[src/rtl/frt_pkg.sv]
package frt_pkg;

    // Read-port state: live upper bits or a snapshot taken at a low-byte read
    typedef enum logic {
        RD_LIVE = 1'b0,
        RD_SNAP = 1'b1
    } rd_state_e;

    // Interval tap state: level of the followed counter bit
    typedef enum logic {
        TAP_LOW  = 1'b0,
        TAP_HIGH = 1'b1
    } tap_state_e;

    // Read selector encoding
    localparam logic SEL_LO = 1'b0;
    localparam logic SEL_HI = 1'b1;

endpackage

[src/rtl/frt_counter.sv]
module frt_counter #(
    parameter int unsigned CNT_W = 12
) (
    input  logic             clk,
    input  logic             rst_n,
    input  logic             tick_en,
    output logic [CNT_W-1:0] cnt_o
);

    localparam logic [CNT_W-1:0] ONE = CNT_W'(1);

    logic [CNT_W-1:0] cnt_q;
    logic [CNT_W-1:0] cnt_d;

    // Natural wrap: all ones plus one is zero in CNT_W bits
    always_comb begin
        cnt_d = cnt_q;
        if (tick_en) begin
            cnt_d = cnt_q + ONE;
        end
    end

    always_ff @(posedge clk or negedge rst_n) begin
        if (!rst_n) begin
            cnt_q <= '0;
        end else begin
            cnt_q <= cnt_d;
        end
    end

    assign cnt_o = cnt_q;

endmodule

[src/rtl/frt_tap_detect.sv]
module frt_tap_detect
    import frt_pkg::*;
(
    input  logic clk,
    input  logic rst_n,
    input  logic bit_i,
    output logic pulse_o
);

    tap_state_e state_q;
    tap_state_e state_d;

    // State register
    always_ff @(posedge clk or negedge rst_n) begin
        if (!rst_n) begin
            state_q <= TAP_LOW;
        end else begin
            state_q <= state_d;
        end
    end

    // Next state
    always_comb begin
        state_d = state_q;
        unique case (state_q)
            TAP_LOW:  if (bit_i)  state_d = TAP_HIGH;
            TAP_HIGH: if (!bit_i) state_d = TAP_LOW;
            default:  state_d = TAP_LOW;
        endcase
    end

    // Output: a one-to-zero move of the followed bit
    always_comb begin
        pulse_o = 1'b0;
        unique case (state_q)
            TAP_LOW:  pulse_o = 1'b0;
            TAP_HIGH: pulse_o = !bit_i;
            default:  pulse_o = 1'b0;
        endcase
    end

endmodule

[src/rtl/frt_read_port.sv]
module frt_read_port
    import frt_pkg::*;
#(
    parameter int unsigned CNT_W = 12,
    parameter int unsigned LO_W  = 8
) (
    input  logic             clk,
    input  logic             rst_n,
    input  logic             rd_en,
    input  logic             rd_sel,
    input  logic [CNT_W-1:0] cnt_i,
    output logic [LO_W-1:0]  rd_data_o
);

    localparam int unsigned HI_W  = CNT_W - LO_W;
    localparam int unsigned PAD_W = LO_W - HI_W;

    rd_state_e         state_q;
    rd_state_e         state_d;
    logic [HI_W-1:0]   snap_q;
    logic [HI_W-1:0]   snap_d;
    logic [LO_W-1:0]   data_q;
    logic [LO_W-1:0]   data_d;

    logic              rd_lo;
    logic              rd_hi;

    assign rd_lo = rd_en && (rd_sel == SEL_LO);
    assign rd_hi = rd_en && (rd_sel == SEL_HI);

    // State register with snapshot and read data
    always_ff @(posedge clk or negedge rst_n) begin
        if (!rst_n) begin
            state_q <= RD_LIVE;
            snap_q  <= '0;
            data_q  <= '0;
        end else begin
            state_q <= state_d;
            snap_q  <= snap_d;
            data_q  <= data_d;
        end
    end

    // Next state
    always_comb begin
        state_d = state_q;
        unique case (state_q)
            RD_LIVE: if (rd_lo) state_d = RD_SNAP;
            RD_SNAP: if (rd_hi) state_d = RD_LIVE;
            default: state_d = RD_LIVE;
        endcase
    end

    // Outputs: snapshot capture and read-data selection
    always_comb begin
        snap_d = snap_q;
        data_d = data_q;
        if (rd_lo) begin
            snap_d = cnt_i[CNT_W-1:LO_W];
            data_d = cnt_i[LO_W-1:0];
        end else if (rd_hi) begin
            unique case (state_q)
                RD_LIVE: data_d = {{PAD_W{1'b0}}, cnt_i[CNT_W-1:LO_W]};
                RD_SNAP: data_d = {{PAD_W{1'b0}}, snap_q};
                default: data_d = '0;
            endcase
        end
    end

    assign rd_data_o = data_q;

endmodule

[src/rtl/frt_timer.sv]
module frt_timer #(
    parameter int unsigned CNT_W    = 12,
    parameter int unsigned LO_W     = 8,
    parameter int unsigned FAST_BIT = 6,
    parameter int unsigned SLOW_BIT = 9
) (
    input  logic            clk,
    input  logic            rst_n,
    input  logic            tick_en,
    input  logic            rd_en,
    input  logic            rd_sel,
    output logic            irq_fast,
    output logic            irq_slow,
    output logic [LO_W-1:0] rd_data
);

    localparam int unsigned NUM_TAPS = 2;
    localparam int unsigned TAP_BIT [NUM_TAPS] = '{FAST_BIT, SLOW_BIT};

    logic [CNT_W-1:0]    cnt_w;
    logic [NUM_TAPS-1:0] tap_pulse;

    frt_counter #(
        .CNT_W (CNT_W)
    ) u_counter (
        .clk     (clk),
        .rst_n   (rst_n),
        .tick_en (tick_en),
        .cnt_o   (cnt_w)
    );

    for (genvar g = 0; g < NUM_TAPS; g++) begin : g_tap
        frt_tap_detect u_tap (
            .clk     (clk),
            .rst_n   (rst_n),
            .bit_i   (cnt_w[TAP_BIT[g]]),
            .pulse_o (tap_pulse[g])
        );
    end

    frt_read_port #(
        .CNT_W (CNT_W),
        .LO_W  (LO_W)
    ) u_read (
        .clk       (clk),
        .rst_n     (rst_n),
        .rd_en     (rd_en),
        .rd_sel    (rd_sel),
        .cnt_i     (cnt_w),
        .rd_data_o (rd_data)
    );

    assign irq_fast = tap_pulse[0];
    assign irq_slow = tap_pulse[1];

endmodule

[config.mk]
export PLATFORM = sky130hd
export DESIGN_NAME = frt_timer
export DESIGN_NICKNAME = d
export VERILOG_FILES = /design/src/rtl/frt_pkg.sv /design/src/rtl/frt_counter.sv /design/src/rtl/frt_tap_detect.sv /design/src/rtl/frt_read_port.sv /design/src/rtl/frt_timer.sv
export SDC_FILE = /design/constraint.sdc
export NUM_CORES = 1
export LEC_CHECK = 0
export BUFFER_PORTS_ARGS = -buffer_cell sky130_fd_sc_hd__buf_2
export CAP_MARGIN = 20
export CORE_ASPECT_RATIO = 0.75
export CORE_MARGIN = 4
export CORE_UTILIZATION = 55
export DETAILED_ROUTE_END_ITERATION = 8
export GPL_TIMING_DRIVEN = 0
export HOLD_SLACK_MARGIN = 0.12
export PLACE_DENSITY = 0.76
export SETUP_SLACK_MARGIN = 0.4
export SLEW_MARGIN = 20
export SYNTH_ARGS = -nofsm -noshare
export SYNTH_HDL_FRONTEND = slang
export SYNTH_SLANG_ARGS = --single-unit
[constraint.sdc]
create_clock -name clk -period 1.4 [get_ports clk]
set_input_delay 0.14 -clock clk [delete_from_list [all_inputs] [get_ports clk]]
set_output_delay 0.14 -clock clk [all_outputs]
set_load 0.005 [all_outputs]
==> flow_metrics.tcl, run 1 <==
set metrics [dict create \
    clkTransAtPathRegs_ns 0.15 \
    tritoncts "built" \
    clock_path_buffers 2 \
    hold_viol 0 \
    dieWidth_microns 61.11 \
    grt_max_degree 28 \
    leakage_nw 0.7516 \
    place_hpwl_microns 1548 \
    worst_ep_arrival_time_ns 1.41 \
    crit_path_end "u_read.rd_data_o[2]" \
    cap_viol_max_count 0 \
    ys_seq_elements 27 \
    power_density_mw_per_mm2 1511 \
    core_area_sq_mm 0.002014 \
    r2r-end "u_read.rd_data_o[2]" \
    ys_types 23 \
    post-route-util 0.7683 \
    grt_pass1_vias 848 \
    rsz0062_at_grt "yes" \
    final_antenna_net_count 0 \
    ys_seq_area_frac 0.5806 \
    wire_per_inst_microns 14.96 \
    hp-class "in2reg" \
    synthCells 100 \
    layout.nets 146 \
    finalSetupViolCount 0 \
    finalWeightedCongestion 0.8085 \
    placed_cell_area_sq_mm 0.001308 \
    fillers 138 \
    insertion_delay_ns 0.33 \
    row_count 14 \
    layout_commonest_cell "dfrtp_1" \
    grt_pass1_wl_microns 3946 \
    r2r_setup_slack_ns 0.22 \
    cp-start-kind "flop" \
    yosys_warnings 0 \
    maxSlewHeadroom 0.6148 \
    postLayoutCellArea_sq_mm 0.001548 \
    run_status "completed" \
    worstPathRequired_ns 1.63 \
    io_buffers 14 \
    clock_skew_ns 0.009968 \
    drc 0 \
    timing.final.crit_share 0.8438 \
    cp-end-kind "flop" \
    drive_gt1_frac 0.4532 \
    htree_levels 1 \
    syn_area_per_cell_sq_um 11.64 \
    viasPerCell 5.258 \
    antenna_found_initial 0 \
    seq_area_sq_um 683.2 \
    grt-ovfl-total 0 \
    num_vias 857 \
    track_usage 0.1914 \
    drt_first_iter_violations 17 \
    crit_type "reg2reg" \
    synthDominantCellAreaShare 0.5806 \
    irDropWorstVdd_v 0.001421 \
    fin_tns_setup_ns 0 \
    syn_nets 106 \
    cts_buffers 3 \
    drv_slew 0 \
    num_io_pins 15 \
    tightest_slew_ns 0.5778 \
    clockRootBuffer "clkbuf_4" \
    max_freq_mhz 846.5 \
    synth_largest_area_cell "dfrtp_1" \
    drt-pass1-iter-count 4 \
    power.total_mw 2.339 \
    diodes 0 \
    r2r_cells 4 \
    synthToLayoutAreaGrowth_pct 33.01 \
    routed_wl_microns 2438 \
    place_inst 138 \
    multi_input_area_sq_um 519.2 \
    die_area_sq_mm 0.002923 \
    finalNonFillerCells 163 \
    clock_sinks 27 \
    critPathMaxFanout 5 \
    layout_common_cells "21 x dfrtp_1, 17 x buf_4, 14 x buf_2" \
    period_minus_slack_ns 1.181 \
    die_height_microns 47.84 \
    synthTopCellsByArea "dfrtp_1 58%, mux2_2 7.7%, xor2_1 4.5%" \
    synth_area_sq_mm 0.001164 \
    initial_core_util 0.5776 \
]
==> sequential cells by signal, summed over array words and instances, names as in the netlist, named ones only <==
signal               flops
u_counter.cnt_o         12
u_read.snap_q            4
g_tap.u_tap.state_q      2
u_read.rd_data_o         8
==> Yosys cell counts <==
cell type,number
dfrtp_1,27
mux2_2,8
nand2_1,8
inv_1,7
nor2_1,6
xor2_1,6
xnor2_1,5
a21oi_1,4
mux2i_1,4
nor3_1,4
o22ai_1,4
nand4_1,3
nand3_1,2
nor2b_1,2
o21ai_0,2
buf_1,1
buf_2,1
clkbuf_1,1
ha_1,1
nand2b_1,1
nand3_2,1
nand4_2,1
nor4_2,1
==> final cells by class <==
class | count | share of cell area
well taps | 24 | 0.01940
repair buffers | 35 | 0.1552
clock inverters | 1 | 0.004850
flip-flops and latches | 27 | 0.4414
clock buffers | 3 | 0.01455
inverters | 7 | 0.01698
multi-input cells | 63 | 0.3355
plain buffers | 3 | 0.01213
==> metal layers <==
metal / GRT usage / up-vias / routed length [microns]
li1: - / 416 / -
met1: 0.2504 / 418 / 1103
met2: 0.3270 / 18 / 1220
met3: 0.04852 / 5 / 90
met4: 0.03896 / 0 / 24
met5: 0 / - / 0
==> stage by stage <==
stage | hold WS (ns) | setup slack [ns]
after floorplan | -0.1556 | 0.3457
after global placement | 0.1716 | 0.2233
after detailed placement | 0.1759 | 0.2136
after CTS | 0.1315 | 0.2129
after global routing | 0.1387 | 0.1507
final | 0.1365 | 0.2187
==> power breakdown <==
part / leakage [nW] / total [mW] / switching, mW / internal (mW)
clock network: 0.0139 / 0.345 / 0.235 / 0.110
registers: 0.329 / 1.12 / 0.163 / 0.960
logic: 0.409 / 0.871 / 0.372 / 0.500
==> kinds of logic (layout without fill, tap and decap cells) <==
| group | Yosys count | count (layout) | share of synthesized area |
|---|---|---|---|
| xor gates and xnor gates | 11 | 11 | 0.08279 |
| DFF | 27 | 27 | 0.5806 |
| adders and majority gates | 1 | 1 | 0.01075 |
| AOI/OAI and AO/OA | 10 | 10 | 0.04731 |
| and+or+nand+nor | 29 | 29 | 0.1333 |
| buffers and inverters | 10 | 49 | 0.03333 |
| muxes | 12 | 12 | 0.1118 |
==> what timing repair did <==
item / in CTS / in global routing
hold buffers: 2 / 0
endpoints found under the setup margin: 22 / 23
setup buffers: 13 / 6
hold endpoints to repair: 28 / 0
pin swaps: 4 / 3
resized for setup: 12 / 3
==> worst min path at each step <==
stage / start / depth (start not counted) / to / slack [ns]
finish: tick_en / 3 / u_counter.cnt_o[2] / 0.14
global route: rd_en / 2 / u_read.rd_data_o[1] / 0.14
CTS: tick_en / 3 / u_counter.cnt_o[2] / 0.13
detailed placement: rst_n / 1 / u_read.rd_data_o[7] / 0.18
global placement: rst_n / 1 / u_read.rd_data_o[6] / 0.17
floorplan: rst_n / 0 / async pin / -0.16
==> worst max-delay path: stages, from the launching register on <==
cell and delay [ns]:
dfrtp_1 0.37, buf_6 0.13, mux2i_1 0.21, a21oi_1 0.09, mux2_4 0.28
Note: power is estimated with default switching activity, not from simulation.
==> inputs of run 2 (changes only) <==
==> constraint.sdc (replaced) <==
create_clock -name clk -period 1.15 [get_ports clk]
set_input_delay 0.115 -clock clk [delete_from_list [all_inputs] [get_ports clk]]
set_output_delay 0.115 -clock clk [all_outputs]
set_load 0.005 [all_outputs]
==> run 2 against run 1 <==
- the flow now finishes with violations (hold timing, setup timing)
- setup slack got worse by 0.33 ns
- combinational power rose by 66%
- worst hold slack got worse by 0.39 ns
- clock power rose by 23%
- final cell count rose by 2.5%
- register-to-register slack got worse by 0.33 ns
- design area rose by 9.9%
- global-route usage rose by 1.5 points
- sequential power rose by 25%
- clock skew fell by 0.0018 ns
- non-clock buffer count rose by 4
- first-iteration DRC count rose by 41%
- critical path type unchanged
- critical endpoint unchanged
- largest power group is now combinational logic
==> flow_metrics.tcl, run 2 (synthesis results as in run 1) <==
set metrics [dict create \
    layout.nets 150 \
    place_inst 138 \
    clock_sinks 27 \
    critPathBufInv 1 \
    crit_chain "buf_6 -> mux2i_1 -> a21oi_1 -> mux2_4" \
    drt-pass1-iter-count 4 \
    hp-class "in2async" \
    drv_slew 0 \
    wire_per_inst_microns 17.48 \
    htree_levels 1 \
    row_count 14 \
    insertion_delay_ns 0.34 \
    antenna_found_initial 0 \
    clock_skew_ns 0.008141 \
    max_stage_delay_ns 0.37 \
    grt-ovfl-total 0 \
    viasPerCell 5.467 \
    clock_path_buffers 2 \
    die_area_sq_mm 0.002923 \
    tritoncts "built" \
    power_density_mw_per_mm2 1926 \
    cp-start-kind "flop" \
    placed_cell_area_sq_mm 0.001315 \
    grt_pass1_vias 892 \
    crit_type "reg2reg" \
    run_status "finished with violations" \
    finalSetupViolCount 8 \
    postLayoutCellArea_sq_mm 0.001700 \
    routed_wl_microns 2919 \
    cap_viol_max_count 0 \
    die_height_microns 47.84 \
    layout_common_cells "20 x dfrtp_1, 16 x buf_4, 14 x buf_2" \
    finalWeightedCongestion 0.7886 \
    largest_reg_flops 12 \
    cp_slowest_cell "dfrtp_1" \
    dieWidth_microns 61.11 \
    clockRootBuffer "clkbuf_4" \
    timing.final.crit_share 1.096 \
    r2r_setup_slack_ns -0.11 \
    maxSlewHeadroom 0.6041 \
    final_antenna_net_count 0 \
    period_minus_slack_ns 1.261 \
    crit_path_end "u_read.rd_data_o[2]" \
    violations "hold timing, setup timing" \
    hold_viol 27 \
    r2r_cells 4 \
    layout_commonest_cell "dfrtp_1" \
    drt_first_iter_violations 24 \
    leakage_nw 0.8399 \
    critPathTopFamily "multiplexers" \
    place_hpwl_microns 1486 \
    drive_gt1_frac 0.5804 \
    holdWs_ns -0.2555 \
    r2r-end "u_read.rd_data_o[2]" \
    diodes 0 \
    initial_core_util 0.5776 \
    worstPathRequired_ns 1.39 \
    rsz0062_at_grt "yes" \
    clkTransAtPathRegs_ns 0.15 \
    irDropWorstVdd_v 0.001641 \
    max_freq_mhz 793.1 \
    grt_max_degree 28 \
    finalNonFillerCells 167 \
    num_io_pins 15 \
    critPathMaxFanout 5 \
    num_vias 913 \
    cp.depth 4 \
    worst_ep_arrival_time_ns 1.50 \
    finalWorstSetupSlack_ns -0.1109 \
    cp-end-kind "flop" \
    synthToLayoutAreaGrowth_pct 46.13 \
    io_buffers 14 \
    grt_pass1_wl_microns 4202 \
    core_area_sq_mm 0.002014 \
    tightest_slew_ns 0.5938 \
    cts_buffers 3 \
    drc 0 \
    track_usage 0.2068 \
]
run 2: cell types whose count changed in the layout (fill, tap and decap cells not counted), sizes merged:
cell / previous run / this run
clkinvlp: 1 / 0
buf: 35 / 41
dlygate4sd3: 2 / 0
clkinv: 0 / 1
run 2: layout make-up:
type | instances | area (sq um)
plain buffers | 3 | 20.02
multi-input cells | 63 | 620.6
well taps | 24 | 30.03
inverters | 7 | 26.28
clock inverters | 1 | 5.005
clock buffers | 3 | 22.52
flip-flops and latches | 27 | 684.4
repair buffers | 39 | 291.5
fillers | 97 | 314.1
run 2: what timing repair did:
item	4_1_cts	5_1_grt
pin swaps	9	9
hold endpoints to repair	28	29
gates cloned	0	0
buffers inserted	14	11
setup endpoints to repair	29	35
resized for setup	24	22
run 2: power by group:
part / internal (mW) / leakage (nW) / switching (mW)
clock network: 0.131 / 0.0177 / 0.295
logic: 0.852 / 0.495 / 0.596
registers: 1.17 / 0.327 / 0.233
run 2: worst min path at each step:
stage | slack [ns] | end | from
after floorplan | -0.18 | async pin | rst_n
after global placement | 0.15 | u_read.rd_data_o[6] | rst_n
after detailed placement | 0.15 | u_read.rd_data_o[6] | rst_n
after CTS | -0.22 | u_read.rd_data_o[6] | rst_n
after global routing | -0.21 | g_tap[0].u_tap.state_q | rst_n
final | -0.26 | u_read.rd_data_o[6] | rst_n
run 2: stage by stage:
stage	TNS (ns)	utilization	power (mW)	worst slack (ns)	hold slack, ns
global placement	-0.03954	0.6528	1.993	-0.02231	0.1465
detailed placement	-0.1523	0.6528	2.032	-0.05692	0.1468
floorplan	0	-	1.807	0.09628	-0.1806
CTS	-0.05835	0.7615	2.817	-0.02642	-0.2183
finish	-0.2914	0.8441	3.276	-0.1109	-0.2555
global route	-1.118	0.8441	3.453	-0.1471	-0.2125
run 2: per-layer routing:
metal | vias up | GRT usage | share of wire
met3 | 11 | 0.05121 | 0.040
met1 | 450 | 0.2661 | 0.42
met2 | 21 | 0.3418 | 0.51
met4 | 0 | 0.08225 | 0.024
met5 | - | 0 | 0
li1 | 431 | - | -
